**config.mk**
```make
export PLATFORM = sky130hd
export DESIGN_NAME = dac_dbuf_regs
export DESIGN_NICKNAME = d
export VERILOG_FILES = /design/src/rtl/dacrf_pkg.sv /design/src/rtl/dacrf_decode.sv /design/src/rtl/dacrf_load_sync.sv /design/src/rtl/dacrf_core.sv /design/src/rtl/dac_dbuf_regs.sv
export SDC_FILE = /design/constraint.sdc
export NUM_CORES = 1
export LEC_CHECK = 0
export ABC_CLOCK_PERIOD_IN_PS = 3900
export CAP_MARGIN = 20
export CORE_UTILIZATION = 37
export CTS_CLUSTER_DIAMETER = 80
export DETAILED_ROUTE_END_ITERATION = 7
export PLACE_DENSITY_LB_ADDON = 0.05
export SLEW_MARGIN = 20
export SYNTH_ARGS = -nofsm -noshare
export SYNTH_HDL_FRONTEND = slang
export SYNTH_HIERARCHICAL = 1
export SYNTH_SLANG_ARGS = --single-unit
```
**constraint.sdc**
```tcl
create_clock -name clk -period 3.9 [get_ports clk]
set_clock_uncertainty 0.1 [all_clocks]
set_input_delay 0.78 -clock clk [delete_from_list [all_inputs] [get_ports clk]]
set_output_delay 0.78 -clock clk [all_outputs]
set_load 0.01 [all_outputs]
```
**src/rtl/dacrf_pkg.sv**
```systemverilog
package dacrf_pkg;
    localparam int DAC_W      = 16;
    localparam int ADDR_W     = 4;
    localparam int CTRL_W     = 5;

    localparam logic [ADDR_W-1:0] ADDR_NOOP = 4'h0;
    localparam logic [ADDR_W-1:0] ADDR_MODE = 4'h2;
    localparam logic [ADDR_W-1:0] ADDR_TRIG = 4'h5;
    localparam logic [ADDR_W-1:0] ADDR_CODE = 4'h8;

    localparam int MODE_BIT   = 0;
    localparam int LOAD_BIT   = 4;
    localparam int KEY_W      = 4;
    localparam logic [KEY_W-1:0] SRST_KEY = 4'b1010;

    typedef enum logic {
        MODE_DIRECT   = 1'b0,
        MODE_BUFFERED = 1'b1
    } mode_e;

    typedef struct packed {
        logic mode_wr;
        logic mode_val;
        logic load_sw;
        logic srst;
        logic code_wr;
    } wr_evt_t;
endpackage

```
**src/rtl/dacrf_decode.sv**
```systemverilog
module dacrf_decode
    import dacrf_pkg::*;
(
    input  logic              wr_en_i,
    input  logic [ADDR_W-1:0] wr_addr_i,
    input  logic [CTRL_W-1:0] ctrl_bits_i,
    output wr_evt_t           evt_o
);
    always_comb begin
        evt_o = '0;
        if (wr_en_i) begin
            unique case (wr_addr_i)
                ADDR_MODE: begin
                    evt_o.mode_wr  = 1'b1;
                    evt_o.mode_val = ctrl_bits_i[MODE_BIT];
                end
                ADDR_TRIG: begin
                    // Soft reset outranks the load command in the same word.
                    if (ctrl_bits_i[KEY_W-1:0] == SRST_KEY) begin
                        evt_o.srst = 1'b1;
                    end else begin
                        evt_o.load_sw = ctrl_bits_i[LOAD_BIT];
                    end
                end
                ADDR_CODE: evt_o.code_wr = 1'b1;
                ADDR_NOOP: ;
                default:   ;
            endcase
        end
    end
endmodule

```
**src/rtl/dacrf_load_sync.sv**
```systemverilog
module dacrf_load_sync #(
    parameter int STAGES = 2
) (
    input  logic clk,
    input  logic rst_n,
    input  logic load_n_i,
    output logic fall_o
);
    logic [STAGES-1:0] chain_q;
    logic              prev_q;

    always_ff @(posedge clk) begin
        if (!rst_n) begin
            chain_q <= '1;
            prev_q  <= 1'b1;
        end else begin
            chain_q <= {chain_q[STAGES-2:0], load_n_i};
            prev_q  <= chain_q[STAGES-1];
        end
    end

    assign fall_o = prev_q & ~chain_q[STAGES-1];

    // one load per pin transition
    a_r5_single_pulse: assert property (@(posedge clk) disable iff (!rst_n)
        fall_o |=> !fall_o);
endmodule

```
**src/rtl/dacrf_core.sv**
```systemverilog
module dacrf_core
    import dacrf_pkg::*;
#(
    parameter int DATA_W = DAC_W
) (
    input  logic              clk,
    input  logic              rst_n,
    input  logic              rst_code_sel_i,
    input  wr_evt_t           evt_i,
    input  logic [DATA_W-1:0] wr_data_i,
    input  logic              pin_load_i,
    output logic [DATA_W-1:0] dac_code_o,
    output logic              dac_update_o
);
    localparam logic [DATA_W-1:0] CODE_ZERO = '0;
    localparam logic [DATA_W-1:0] CODE_MID  = {1'b1, {(DATA_W-1){1'b0}}};

    mode_e             state_q, state_nx;
    logic [DATA_W-1:0] buf_q, act_q;
    logic              upd_q;
    logic [DATA_W-1:0] rst_code;

    assign rst_code = rst_code_sel_i ? CODE_MID : CODE_ZERO;

    always_comb begin
        state_nx = state_q;
        unique case (state_q)
            MODE_DIRECT:   if (evt_i.mode_wr &&  evt_i.mode_val) state_nx = MODE_BUFFERED;
            MODE_BUFFERED: if (evt_i.mode_wr && !evt_i.mode_val) state_nx = MODE_DIRECT;
        endcase
    end

    // State register
    always_ff @(posedge clk) begin
        if (!rst_n || evt_i.srst) begin
            state_q <= MODE_DIRECT;
        end else begin
            state_q <= state_nx;
        end
    end

    // Outputs: buffer, active code, strobe
    always_ff @(posedge clk) begin
        if (!rst_n) begin
            buf_q <= rst_code;
            act_q <= rst_code;
            upd_q <= 1'b0;
        end else if (evt_i.srst) begin
            buf_q <= rst_code;
            act_q <= rst_code;
            upd_q <= 1'b1;
        end else begin
            upd_q <= 1'b0;
            if (evt_i.code_wr) begin
                buf_q <= wr_data_i;
            end
            unique case (state_q)
                MODE_DIRECT: begin
                    if (evt_i.code_wr) begin
                        act_q <= wr_data_i;
                        upd_q <= 1'b1;
                    end
                end
                MODE_BUFFERED: begin
                    if (evt_i.load_sw || pin_load_i) begin
                        act_q <= buf_q;
                        upd_q <= 1'b1;
                    end
                end
            endcase
        end
    end

    assign dac_code_o   = act_q;
    assign dac_update_o = upd_q;

    // reset forces the strap-selected code and a quiet strobe
    a_r1_reset_code: assert property (@(posedge clk)
        !rst_n |=> (dac_code_o == ($past(rst_code_sel_i) ? CODE_MID : CODE_ZERO)) && !dac_update_o);

    // direct-mode write reaches the output one edge later
    a_r2_direct_write: assert property (@(posedge clk) disable iff (!rst_n)
        (state_q == MODE_DIRECT && evt_i.code_wr && !evt_i.srst)
        |=> (dac_code_o == $past(wr_data_i)) && dac_update_o);

    // buffered-mode write alone does not move the output
    a_r3_buffered_hold: assert property (@(posedge clk) disable iff (!rst_n)
        (state_q == MODE_BUFFERED && evt_i.code_wr && !pin_load_i && !evt_i.srst)
        |=> $stable(dac_code_o) && !dac_update_o);

    // soft reset lands on defaults
    a_r6_soft_reset: assert property (@(posedge clk) disable iff (!rst_n)
        evt_i.srst |=> (state_q == MODE_DIRECT) && dac_update_o
            && (dac_code_o == ($past(rst_code_sel_i) ? CODE_MID : CODE_ZERO)));

    // every change of the active code is strobed
    a_r9_change_strobed: assert property (@(posedge clk) disable iff (!rst_n)
        $past(rst_n) && !$stable(dac_code_o) |-> dac_update_o);
endmodule

```
**src/rtl/dac_dbuf_regs.sv**
```systemverilog
module dac_dbuf_regs
    import dacrf_pkg::*;
#(
    parameter int DATA_W      = DAC_W,
    parameter int SYNC_STAGES = 2
) (
    input  logic              clk,
    input  logic              rst_n,
    input  logic              rst_code_sel_i,
    input  logic              wr_en_i,
    input  logic [ADDR_W-1:0] wr_addr_i,
    input  logic [DATA_W-1:0] wr_data_i,
    input  logic              load_n_i,
    output logic [DATA_W-1:0] dac_code_o,
    output logic              dac_update_o
);
    wr_evt_t evt;
    logic    pin_load;

    dacrf_decode u_decode (
        .wr_en_i     (wr_en_i),
        .wr_addr_i   (wr_addr_i),
        .ctrl_bits_i (wr_data_i[CTRL_W-1:0]),
        .evt_o       (evt)
    );

    dacrf_load_sync #(.STAGES(SYNC_STAGES)) u_load_sync (
        .clk      (clk),
        .rst_n    (rst_n),
        .load_n_i (load_n_i),
        .fall_o   (pin_load)
    );

    dacrf_core #(.DATA_W(DATA_W)) u_core (
        .clk            (clk),
        .rst_n          (rst_n),
        .rst_code_sel_i (rst_code_sel_i),
        .evt_i          (evt),
        .wr_data_i      (wr_data_i),
        .pin_load_i     (pin_load),
        .dac_code_o     (dac_code_o),
        .dac_update_o   (dac_update_o)
    );
endmodule

```
==> results of run 1 <==
[synthesized netlist by cell type]
library cell / count
sky130_fd_sc_hd__nor4_1: 1
sky130_fd_sc_hd__dfxtp_1: 5
sky130_fd_sc_hd__and4_1: 1
sky130_fd_sc_hd__nand4bb_1: 1
sky130_fd_sc_hd__nor4b_2: 1
sky130_fd_sc_hd__buf_4: 1
sky130_fd_sc_hd__nand2b_1: 6
sky130_fd_sc_hd__and3_1: 1
sky130_fd_sc_hd__nand2_1: 1
sky130_fd_sc_hd__nor2_1: 17
sky130_fd_sc_hd__or4b_1: 1
sky130_fd_sc_hd__edfxtp_1: 32
sky130_fd_sc_hd__clkbuf_1: 1
sky130_fd_sc_hd__and2_1: 15
sky130_fd_sc_hd__nor4b_1: 1
sky130_fd_sc_hd__nor3b_1: 1
sky130_fd_sc_hd__nor2b_1: 1
sky130_fd_sc_hd__and2b_2: 1
sky130_fd_sc_hd__mux2_2: 3
sky130_fd_sc_hd__nor4bb_1: 1
sky130_fd_sc_hd__buf_2: 2
sky130_fd_sc_hd__o311a_1: 1
sky130_fd_sc_hd__and2_2: 1
sky130_fd_sc_hd__mux2i_1: 16
sky130_fd_sc_hd__o21ai_0: 1
sky130_fd_sc_hd__buf_6: 1
[power breakdown]
group / switching [mW] / internal [mW]
sequential: 0.00855 / 0.465
clock: 0.131 / 0.120
combinational: 0.0417 / 0.0607
total: 0.181 / 0.646
[sequential cells by signal (all words and copies together), names as in the netlist, named ones only]
signal and cells:
u_core/buf_q 16, u_core/dac_code_o 16, u_core/dac_update_o 1, u_load_sync/chain_q 2, u_load_sync/prev_q 1
[final timing paths]
check,slack (ns),depth (start not counted),start,to
setup reg to reg,1.58,3,register,u_core/dac_code_o[4]
hold / removal,0.31,1,u_load_sync/chain_q[0],u_load_sync/chain_q[1]
hold reg to reg,0.31,1,u_load_sync/chain_q[0],u_load_sync/chain_q[1]
setup / recovery,0.90,5,wr_addr_i[1],u_core/buf_q[2]
[metal layers]
layer | global-route usage | part of all wire | vias to the layer above
met4 | 0.0781 | 0.015 | 0
met1 | 0.172 | 0.44 | 506
met3 | 0.0400 | 0.038 | 4
met2 | 0.245 | 0.50 | 29
met5 | 0 | 0 | -
li1 | - | - | 498
[cells by family (layout without fill, tap and decap cells)]
| group | Yosys count | after routing |
|---|---|---|
| AOI/OAI and AO/OA | 2 | 2 |
| buffers and inverters | 5 | 51 |
| DFF | 37 | 37 |
| muxes | 19 | 19 |
| and+or+nand+nor | 51 | 51 |
[through the flow]
step           cells  instance area (um^2)  hold slack, ns   util
2_1_floorplan    114                  1610           0.286      -
3_3_place_gp     202                  2070           0.297  0.506
3_5_place_dp     202                  2070           0.302  0.506
4_1_cts          210                  2150           0.320  0.526
5_1_grt          210                  2150           0.330  0.526
6_report         210                  2150           0.313  0.526
[layout by cell type, fill, tap and decap left out, drive strengths merged]
master | netlist | final
and2 | 16 | 16
and2b | 1 | 1
and3 | 1 | 1
and4 | 1 | 1
buf | 4 | 2
clkbuf | 1 | 5
clkdlybuf4s50 | 0 | 41
clkinv | 0 | 3
dfxtp | 5 | 5
edfxtp | 32 | 32
mux2 | 3 | 3
mux2i | 16 | 16
nand2 | 1 | 1
nand2b | 6 | 6
nand4bb | 1 | 1
nor2 | 17 | 17
nor2b | 1 | 1
nor3b | 1 | 1
nor4 | 1 | 1
nor4b | 2 | 2
nor4bb | 1 | 1
o21ai | 1 | 1
o311a | 1 | 1
or4b | 1 | 1
[final cells by class]
type                    count  area [um^2]  area share
flip-flops and latches     37         1060       0.494
multi-input cells          72          518       0.241
repair buffers             43          425       0.198
clock buffers               5         68.8      0.0320
well taps                  50         62.6      0.0291
clock inverters             3         12.5     0.00582
==> impl_results.html, run 1 <==
<table>
<tr><th>Metric</th><th>Value</th></tr>
<tr><th colspan="2">Setup path</th></tr>
<tr><td>CP arrival</td><td>2.82 ns</td></tr>
<tr><td>Cell repeated most along the worst path</td><td>sky130_fd_sc_hd__nand2b_1</td></tr>
<tr><td>Critical path required time</td><td>3.71 ns</td></tr>
<tr><td>Worst path slowest cell</td><td>sky130_fd_sc_hd__nand2b_1</td></tr>
<tr><td>Biggest cell delay along the critical path</td><td>0.57 ns</td></tr>
<tr><td>Startpoint class of the critical path</td><td>input port</td></tr>
<tr><td>Series of cell instances along the critical path</td><td>clkdlybuf4s50_1, nand2b_1, nor4_1, and2b_2, nand2b_1</td></tr>
<tr><td>Critical Setup Path Class</td><td>input port to register</td></tr>
<tr><td>Buf+Inv Stages, Crit Path</td><td>1</td></tr>
<tr><td>Peak fanout along the critical path</td><td>18</td></tr>
<tr><td>Critical path capture point type</td><td>register</td></tr>
<tr><td>Cell type group with the largest total delay on the critical path</td><td>simple AND/OR/NAND/NOR gates</td></tr>
<tr><th colspan="2">Detailed routing</th></tr>
<tr><td>Post-detailed-route via-to-cell ratio</td><td>4.94</td></tr>
<tr><td>Initial DRC Count</td><td>37</td></tr>
<tr><td>Overall routed net length</td><td>3000 um</td></tr>
<tr><td>Detailed Routing Iterations Pass 1</td><td>4</td></tr>
<tr><td>Number of vias in the routed layout</td><td>1037</td></tr>
<tr><td>Number of design rule violations left after detail routing</td><td>0</td></tr>
<tr><td>Detail-routed net length per standard cell</td><td>14.3 um</td></tr>
<tr><td>Number of routed nets with antenna violations</td><td>0</td></tr>
<tr><th colspan="2">Pwr</th></tr>
<tr><td>Pwr Total</td><td>0.827 mW</td></tr>
<tr><td>Cell area power density</td><td>385 mW/mm^2</td></tr>
<tr><td>IR drop worst, VDD</td><td>0.000148 V</td></tr>
<tr><td>Lkg Pwr</td><td>0.731 nW</td></tr>
<tr><th colspan="2">STA</th></tr>
<tr><td>Final sum of negative setup slack</td><td>0 ns</td></tr>
<tr><td>Max Clock Freq</td><td>0.333 GHz</td></tr>
<tr><td>Final Max Slew Viols</td><td>0</td></tr>
<tr><td>Setup slack after layout</td><td>0.897 ns</td></tr>
<tr><td>Final critical-path required period</td><td>3.00 ns</td></tr>
<tr><td>Worst-margin pin slew</td><td>1.07 ns</td></tr>
<tr><td>Normalized max-slew margin</td><td>0.287</td></tr>
<tr><td>Fin crit share</td><td>0.770</td></tr>
<tr><td>Setup repair after global routing missed its margin</td><td>false</td></tr>
<tr><td>Final number of hold-violating endpoints</td><td>0</td></tr>
<tr><td>Final Setup Violations</td><td>0</td></tr>
<tr><th colspan="2">Final layout</th></tr>
<tr><td>Layout net count</td><td>184</td></tr>
<tr><td>Layout overhead on the synthesized area</td><td>33.6%</td></tr>
<tr><td># diodes</td><td>0</td></tr>
<tr><td>Ratio of cells with drive above 1 in the final layout</td><td>0.0938</td></tr>
<tr><td>Final-layout fill cell count</td><td>353</td></tr>
<tr><th colspan="2">Status</th></tr>
<tr><td>Run status</td><td>completed</td></tr>
<tr><th colspan="2">Clock network</th></tr>
<tr><td>Max Buffers Root-to-Sink</td><td>2</td></tr>
<tr><td>H-tree levels</td><td>2</td></tr>
<tr><td>Total CTS buffers</td><td>5</td></tr>
<tr><td>Clock insertion delay at the later pin of the skew report</td><td>0.28 ns</td></tr>
<tr><td>Hold buffer count at CTS</td><td>0</td></tr>
<tr><td>TritonCTS Sinks</td><td>37</td></tr>
<tr><td>Count of instances resized after the clock tree is built</td><td>0</td></tr>
<tr><td>Clock tree from TritonCTS</td><td>done</td></tr>
<tr><td>Clock-pin slew reported for the worst setup and hold paths after clock tree synthesis</td><td>0.07 ns</td></tr>
<tr><td># Post-CTS Setup Buffers</td><td>0</td></tr>
<tr><td>Clock tree root buffer cell</td><td>sky130_fd_sc_hd__clkbuf_8</td></tr>
<tr><th colspan="2">Die</th></tr>
<tr><td>Overall die height</td><td>67.9 um</td></tr>
<tr><td>Initial core utilization</td><td>0.393</td></tr>
<tr><td>Num ports</td><td>42</td></tr>
<tr><td>Core region area</td><td>0.00409 mm^2</td></tr>
<tr><td>Die Footprint</td><td>0.00461 mm^2</td></tr>
<tr><td>Die outline width</td><td>67.9 um</td></tr>
<tr><td>Count of standard-cell rows</td><td>23</td></tr>
<tr><th colspan="2">Synth</th></tr>
<tr><td>Main combinational cell family by area after synthesis</td><td>simple AND/OR/NAND/NOR gates</td></tr>
<tr><td>Mapped Cells</td><td>114</td></tr>
<tr><td>Cell type contributing the most total cell area after synthesis</td><td>sky130_fd_sc_hd__edfxtp_1</td></tr>
<tr><td>XOR/XNOR Fraction of Synth Area</td><td>0</td></tr>
<tr><td>Top cells by area in the synthesized netlist</td><td>sky130_fd_sc_hd__edfxtp_1 60%, sky130_fd_sc_hd__mux2i_1 10%, sky130_fd_sc_hd__dfxtp_1 6.2%</td></tr>
<tr><td>Area share of the largest cell type after synthesis</td><td>0.598</td></tr>
<tr><td>Mux contribution to synthesized area</td><td>0.121</td></tr>
<tr><td>Register area share after synthesis</td><td>0.660</td></tr>
<tr><td>Compound-gate portion of the synthesized area</td><td>0.00934</td></tr>
<tr><td>Post-synth net total</td><td>139</td></tr>
<tr><td>Area share of and/or/nand/nor cells after synthesis</td><td>0.190</td></tr>
<tr><td>Syn. warnings</td><td>6</td></tr>
<tr><td>Post-synthesis share of cell area spent on full adders, half adders and majority gates</td><td>0</td></tr>
<tr><td>Number of library cell types mapped by synthesis</td><td>26</td></tr>
<tr><td>Total of flip-flops plus latches after synthesis</td><td>37</td></tr>
<tr><td>Syn avg cell area</td><td>14.1 um^2</td></tr>
<tr><td>Cell area after synthesis</td><td>0.00161 mm^2</td></tr>
<tr><th colspan="2">Flow run</th></tr>
<tr><td>Maximum Capacitance Violations</td><td>0</td></tr>
<tr><th colspan="2">GRT</th></tr>
<tr><td>Antenna violations before repair</td><td>0</td></tr>
<tr><td>First-pass GRT wire length</td><td>4780 um</td></tr>
<tr><td>Total track usage</td><td>0.147</td></tr>
<tr><td>Pin count of the biggest net entering global routing</td><td>22</td></tr>
<tr><td>Global route overflow</td><td>0</td></tr>
<tr><td>Vias in the first global route</td><td>1021</td></tr>
<tr><th colspan="2">Placed design</th></tr>
<tr><td>Number of I/O port buffers</td><td>41</td></tr>
<tr><td>Worst Setup Slack post-DPL</td><td>0.590 ns</td></tr>
<tr><td>Routability-driven placement congestion ratio</td><td>0.762</td></tr>
<tr><td>Sum of net half-perimeters after detailed placement</td><td>2040 um</td></tr>
<tr><th colspan="2">Worst hold path</th></tr>
<tr><td>Worst min-delay path category</td><td>register to register</td></tr>
</table>
Note: power is estimated with default switching activity, not from simulation.
==> inputs of run 2 (changes only) <==
--- a/config.mk
+++ b/config.mk
@@ -5,7 +5,7 @@
 export SDC_FILE = /design/constraint.sdc
 export NUM_CORES = 1
 export LEC_CHECK = 0
-export ABC_CLOCK_PERIOD_IN_PS = 3900
+export ABC_CLOCK_PERIOD_IN_PS = 2500
 export CAP_MARGIN = 20
 export CORE_UTILIZATION = 37
 export CTS_CLUSTER_DIAMETER = 80
==> constraint.sdc (replaced) <==
create_clock -name clk -period 2.5 [get_ports clk]
set_clock_uncertainty 0.1 [all_clocks]
set_input_delay 0.5 -clock clk [delete_from_list [all_inputs] [get_ports clk]]
set_output_delay 0.5 -clock clk [all_outputs]
set_load 0.01 [all_outputs]
==> run 2 against run 1 <==
  * Critical path depth increased by 1
  * Clock power increased by 140%
  * Count of clock-buffer cells in the layout unchanged
  * Utilization increased by 3.8 points
  * Die area unchanged
  * Final cell count increased by 5.7%
  * Register-to-register slack got worse by 0.84 ns
  * Via count increased by 2.0%
  * Sequential share of layout area decreased by 3.3 points
  * First-iteration DRC count increased by 59%
==> impl_results.html, run 2 (same netlist as run 1, synthesis figures left out) <==
<table>
<tr><th>Metric</th><th>Value</th></tr>
<tr><th colspan="2">STA</th></tr>
<tr><td>Normalized max-slew margin</td><td>0.561</td></tr>
<tr><td>Final Max Slew Viols</td><td>0</td></tr>
<tr><td>Fin crit share</td><td>0.888</td></tr>
<tr><td>Max Clock Freq</td><td>0.451 GHz</td></tr>
<tr><td>Final number of hold-violating endpoints</td><td>0</td></tr>
<tr><td>Final worst hold slack</td><td>0.319 ns</td></tr>
<tr><td>Final critical-path required period</td><td>2.22 ns</td></tr>
<tr><td>Setup repair after global routing missed its margin</td><td>false</td></tr>
<tr><td>Setup slack after layout</td><td>0.281 ns</td></tr>
<tr><td>Worst-margin pin slew</td><td>0.658 ns</td></tr>
<tr><td>Final Setup Violations</td><td>0</td></tr>
<tr><th colspan="2">GRT</th></tr>
<tr><td>Pin count of the biggest net entering global routing</td><td>17</td></tr>
<tr><td>First-pass GRT wire length</td><td>4800 um</td></tr>
<tr><td>Global route overflow</td><td>0</td></tr>
<tr><td>Antenna violations before repair</td><td>0</td></tr>
<tr><td>Total track usage</td><td>0.153</td></tr>
<tr><td>Vias in the first global route</td><td>1021</td></tr>
<tr><th colspan="2">Clock network</th></tr>
<tr><td>H-tree levels</td><td>2</td></tr>
<tr><td>Count of instances resized after the clock tree is built</td><td>0</td></tr>
<tr><td>Hold buffer count at CTS</td><td>0</td></tr>
<tr><td>Total CTS buffers</td><td>5</td></tr>
<tr><td># Post-CTS Setup Buffers</td><td>0</td></tr>
<tr><td>Max Buffers Root-to-Sink</td><td>2</td></tr>
<tr><td>Clock tree from TritonCTS</td><td>done</td></tr>
<tr><td>Clock insertion delay at the later pin of the skew report</td><td>0.29 ns</td></tr>
<tr><td>Clock-pin slew reported for the worst setup and hold paths after clock tree synthesis</td><td>0.07 ns</td></tr>
<tr><td>Clock tree root buffer cell</td><td>sky130_fd_sc_hd__clkbuf_8</td></tr>
<tr><td>TritonCTS Sinks</td><td>37</td></tr>
<tr><th colspan="2">Placed design</th></tr>
<tr><td>Cell count after placement</td><td>214</td></tr>
<tr><td>Number of I/O port buffers</td><td>41</td></tr>
<tr><td>Sum of net half-perimeters after detailed placement</td><td>2170 um</td></tr>
<tr><td>Worst Setup Slack post-DPL</td><td>-0.0549 ns</td></tr>
<tr><td>Routability-driven placement congestion ratio</td><td>0.669</td></tr>
<tr><th colspan="2">Worst hold path</th></tr>
<tr><td>Worst min-delay path category</td><td>register to register</td></tr>
<tr><th colspan="2">Detailed routing</th></tr>
<tr><td>Overall routed net length</td><td>2980 um</td></tr>
<tr><td>Initial DRC Count</td><td>59</td></tr>
<tr><td>Routed wl met3</td><td>170 um</td></tr>
<tr><td>Met2 WL post-DR</td><td>1430 um</td></tr>
<tr><td>Number of vias in the routed layout</td><td>1058</td></tr>
<tr><td>Post-detailed-route via-to-cell ratio</td><td>4.77</td></tr>
<tr><td>Detailed Routing Iterations Pass 1</td><td>4</td></tr>
<tr><td>Number of routed nets with antenna violations</td><td>0</td></tr>
<tr><td>Detail-routed net length per standard cell</td><td>13.4 um</td></tr>
<tr><td>Top metal layer carrying routed signals</td><td>met4</td></tr>
<tr><td>Number of design rule violations left after detail routing</td><td>0</td></tr>
<tr><td>Post-Route M1 WL</td><td>1300 um</td></tr>
<tr><th colspan="2">Status</th></tr>
<tr><td>Run status</td><td>completed</td></tr>
<tr><th colspan="2">Setup path</th></tr>
<tr><td>Critical path capture point type</td><td>register</td></tr>
<tr><td>Critical Setup Path Class</td><td>input port to register</td></tr>
<tr><td>CP arrival</td><td>2.13 ns</td></tr>
<tr><td>Startpoint class of the critical path</td><td>input port</td></tr>
<tr><td>Peak fanout along the critical path</td><td>8</td></tr>
<tr><td>Worst reg2reg setup slack</td><td>0.74 ns</td></tr>
<tr><td>Critical path required time</td><td>2.41 ns</td></tr>
<tr><th colspan="2">Final layout</th></tr>
<tr><td>Layout overhead on the synthesized area</td><td>43.3%</td></tr>
<tr><td>Fin cells</td><td>222</td></tr>
<tr><td>Layout net count</td><td>196</td></tr>
<tr><td>Ratio of cells with drive above 1 in the final layout</td><td>0.169</td></tr>
<tr><td># diodes</td><td>0</td></tr>
<tr><td>Finished Core Util</td><td>0.564</td></tr>
<tr><td>Leading cell types in the layout, fill and taps excluded</td><td>41 x sky130_fd_sc_hd__clkdlybuf4s50_1, 32 x sky130_fd_sc_hd__edfxtp_1, 17 x sky130_fd_sc_hd__nor2_1</td></tr>
<tr><td>Most frequent standard cell in the layout excluding fill and tap cells</td><td>sky130_fd_sc_hd__clkdlybuf4s50_1</td></tr>
<tr><th colspan="2">Die</th></tr>
<tr><td>Initial core utilization</td><td>0.393</td></tr>
<tr><td>Die Footprint</td><td>0.00461 mm^2</td></tr>
<tr><td>Die outline width</td><td>67.9 um</td></tr>
<tr><td>Num ports</td><td>42</td></tr>
<tr><td>Count of standard-cell rows</td><td>23</td></tr>
<tr><td>Overall die height</td><td>67.9 um</td></tr>
<tr><td>Core region area</td><td>0.00409 mm^2</td></tr>
<tr><th colspan="2">Pwr</th></tr>
<tr><td>Cell area power density</td><td>660 mW/mm^2</td></tr>
<tr><td>Lkg Pwr</td><td>0.820 nW</td></tr>
<tr><td>IR drop worst, VDD</td><td>0.000350 V</td></tr>
<tr><th colspan="2">Flow run</th></tr>
<tr><td>Maximum Capacitance Violations</td><td>0</td></tr>
</table>
-- run 2: changes by cell type in the layout (fill, tap and decap cells not counted), sizes merged --
cell and delta:
buf +12, bufinv +2, clkinv -2
-- run 2: metrics by stage --
stage | power [mW] | TNS, ns | instance area, um^2
floorplan | 0.809 | 0 | 1610
global placement | 0.924 | 0 | 2170
finish | 1.52 | 0 | 2300
CTS | 1.54 | 0 | 2300
detailed placement | 0.929 | -1.70 | 2170
global route | 1.58 | 0 | 2300
-- run 2: worst max-delay path: stages --
cell and delay [ns]:
sky130_fd_sc_hd__clkdlybuf4s50_1 0.51, sky130_fd_sc_hd__nand4bb_1 0.14, sky130_fd_sc_hd__nor4_1 0.35, sky130_fd_sc_hd__and2b_2 0.33
sky130_fd_sc_hd__nand2b_1 0.14, sky130_fd_sc_hd__buf_4 0.17
-- run 2: power by group --
part / internal, mW / total, mW / switching, mW
registers: 0.725 / 0.738 / 0.0136
logic: 0.107 / 0.174 / 0.0676
clock network: 0.396 / 0.607 / 0.211
-- run 2: final timing paths --
path	startpoint	cells past startpoint	end
setup / recovery	wr_data_i[1]	6	u_core/buf_q[5]
hold / removal	u_load_sync/chain_q[0]	1	u_load_sync/chain_q[1]
setup reg to reg	register	2	u_core/dac_code_o[15]
hold reg to reg	u_load_sync/chain_q[0]	1	u_load_sync/chain_q[1]
-- run 2: area by class of cell --
cell class	instances	area (um^2)
fill	355	1780
sequential	37	1060
timing repair buffer	55	528
multi-input combinational	72	518
clock buffer	5	68.8
clock inverter	3	65.1
tap	50	62.6
-- run 2: metal layers --
metal  vias up  track usage
met5         -            0
met4         0       0.0938
met3         8       0.0367
met2        36        0.238
met1       490        0.190
li1        524            -
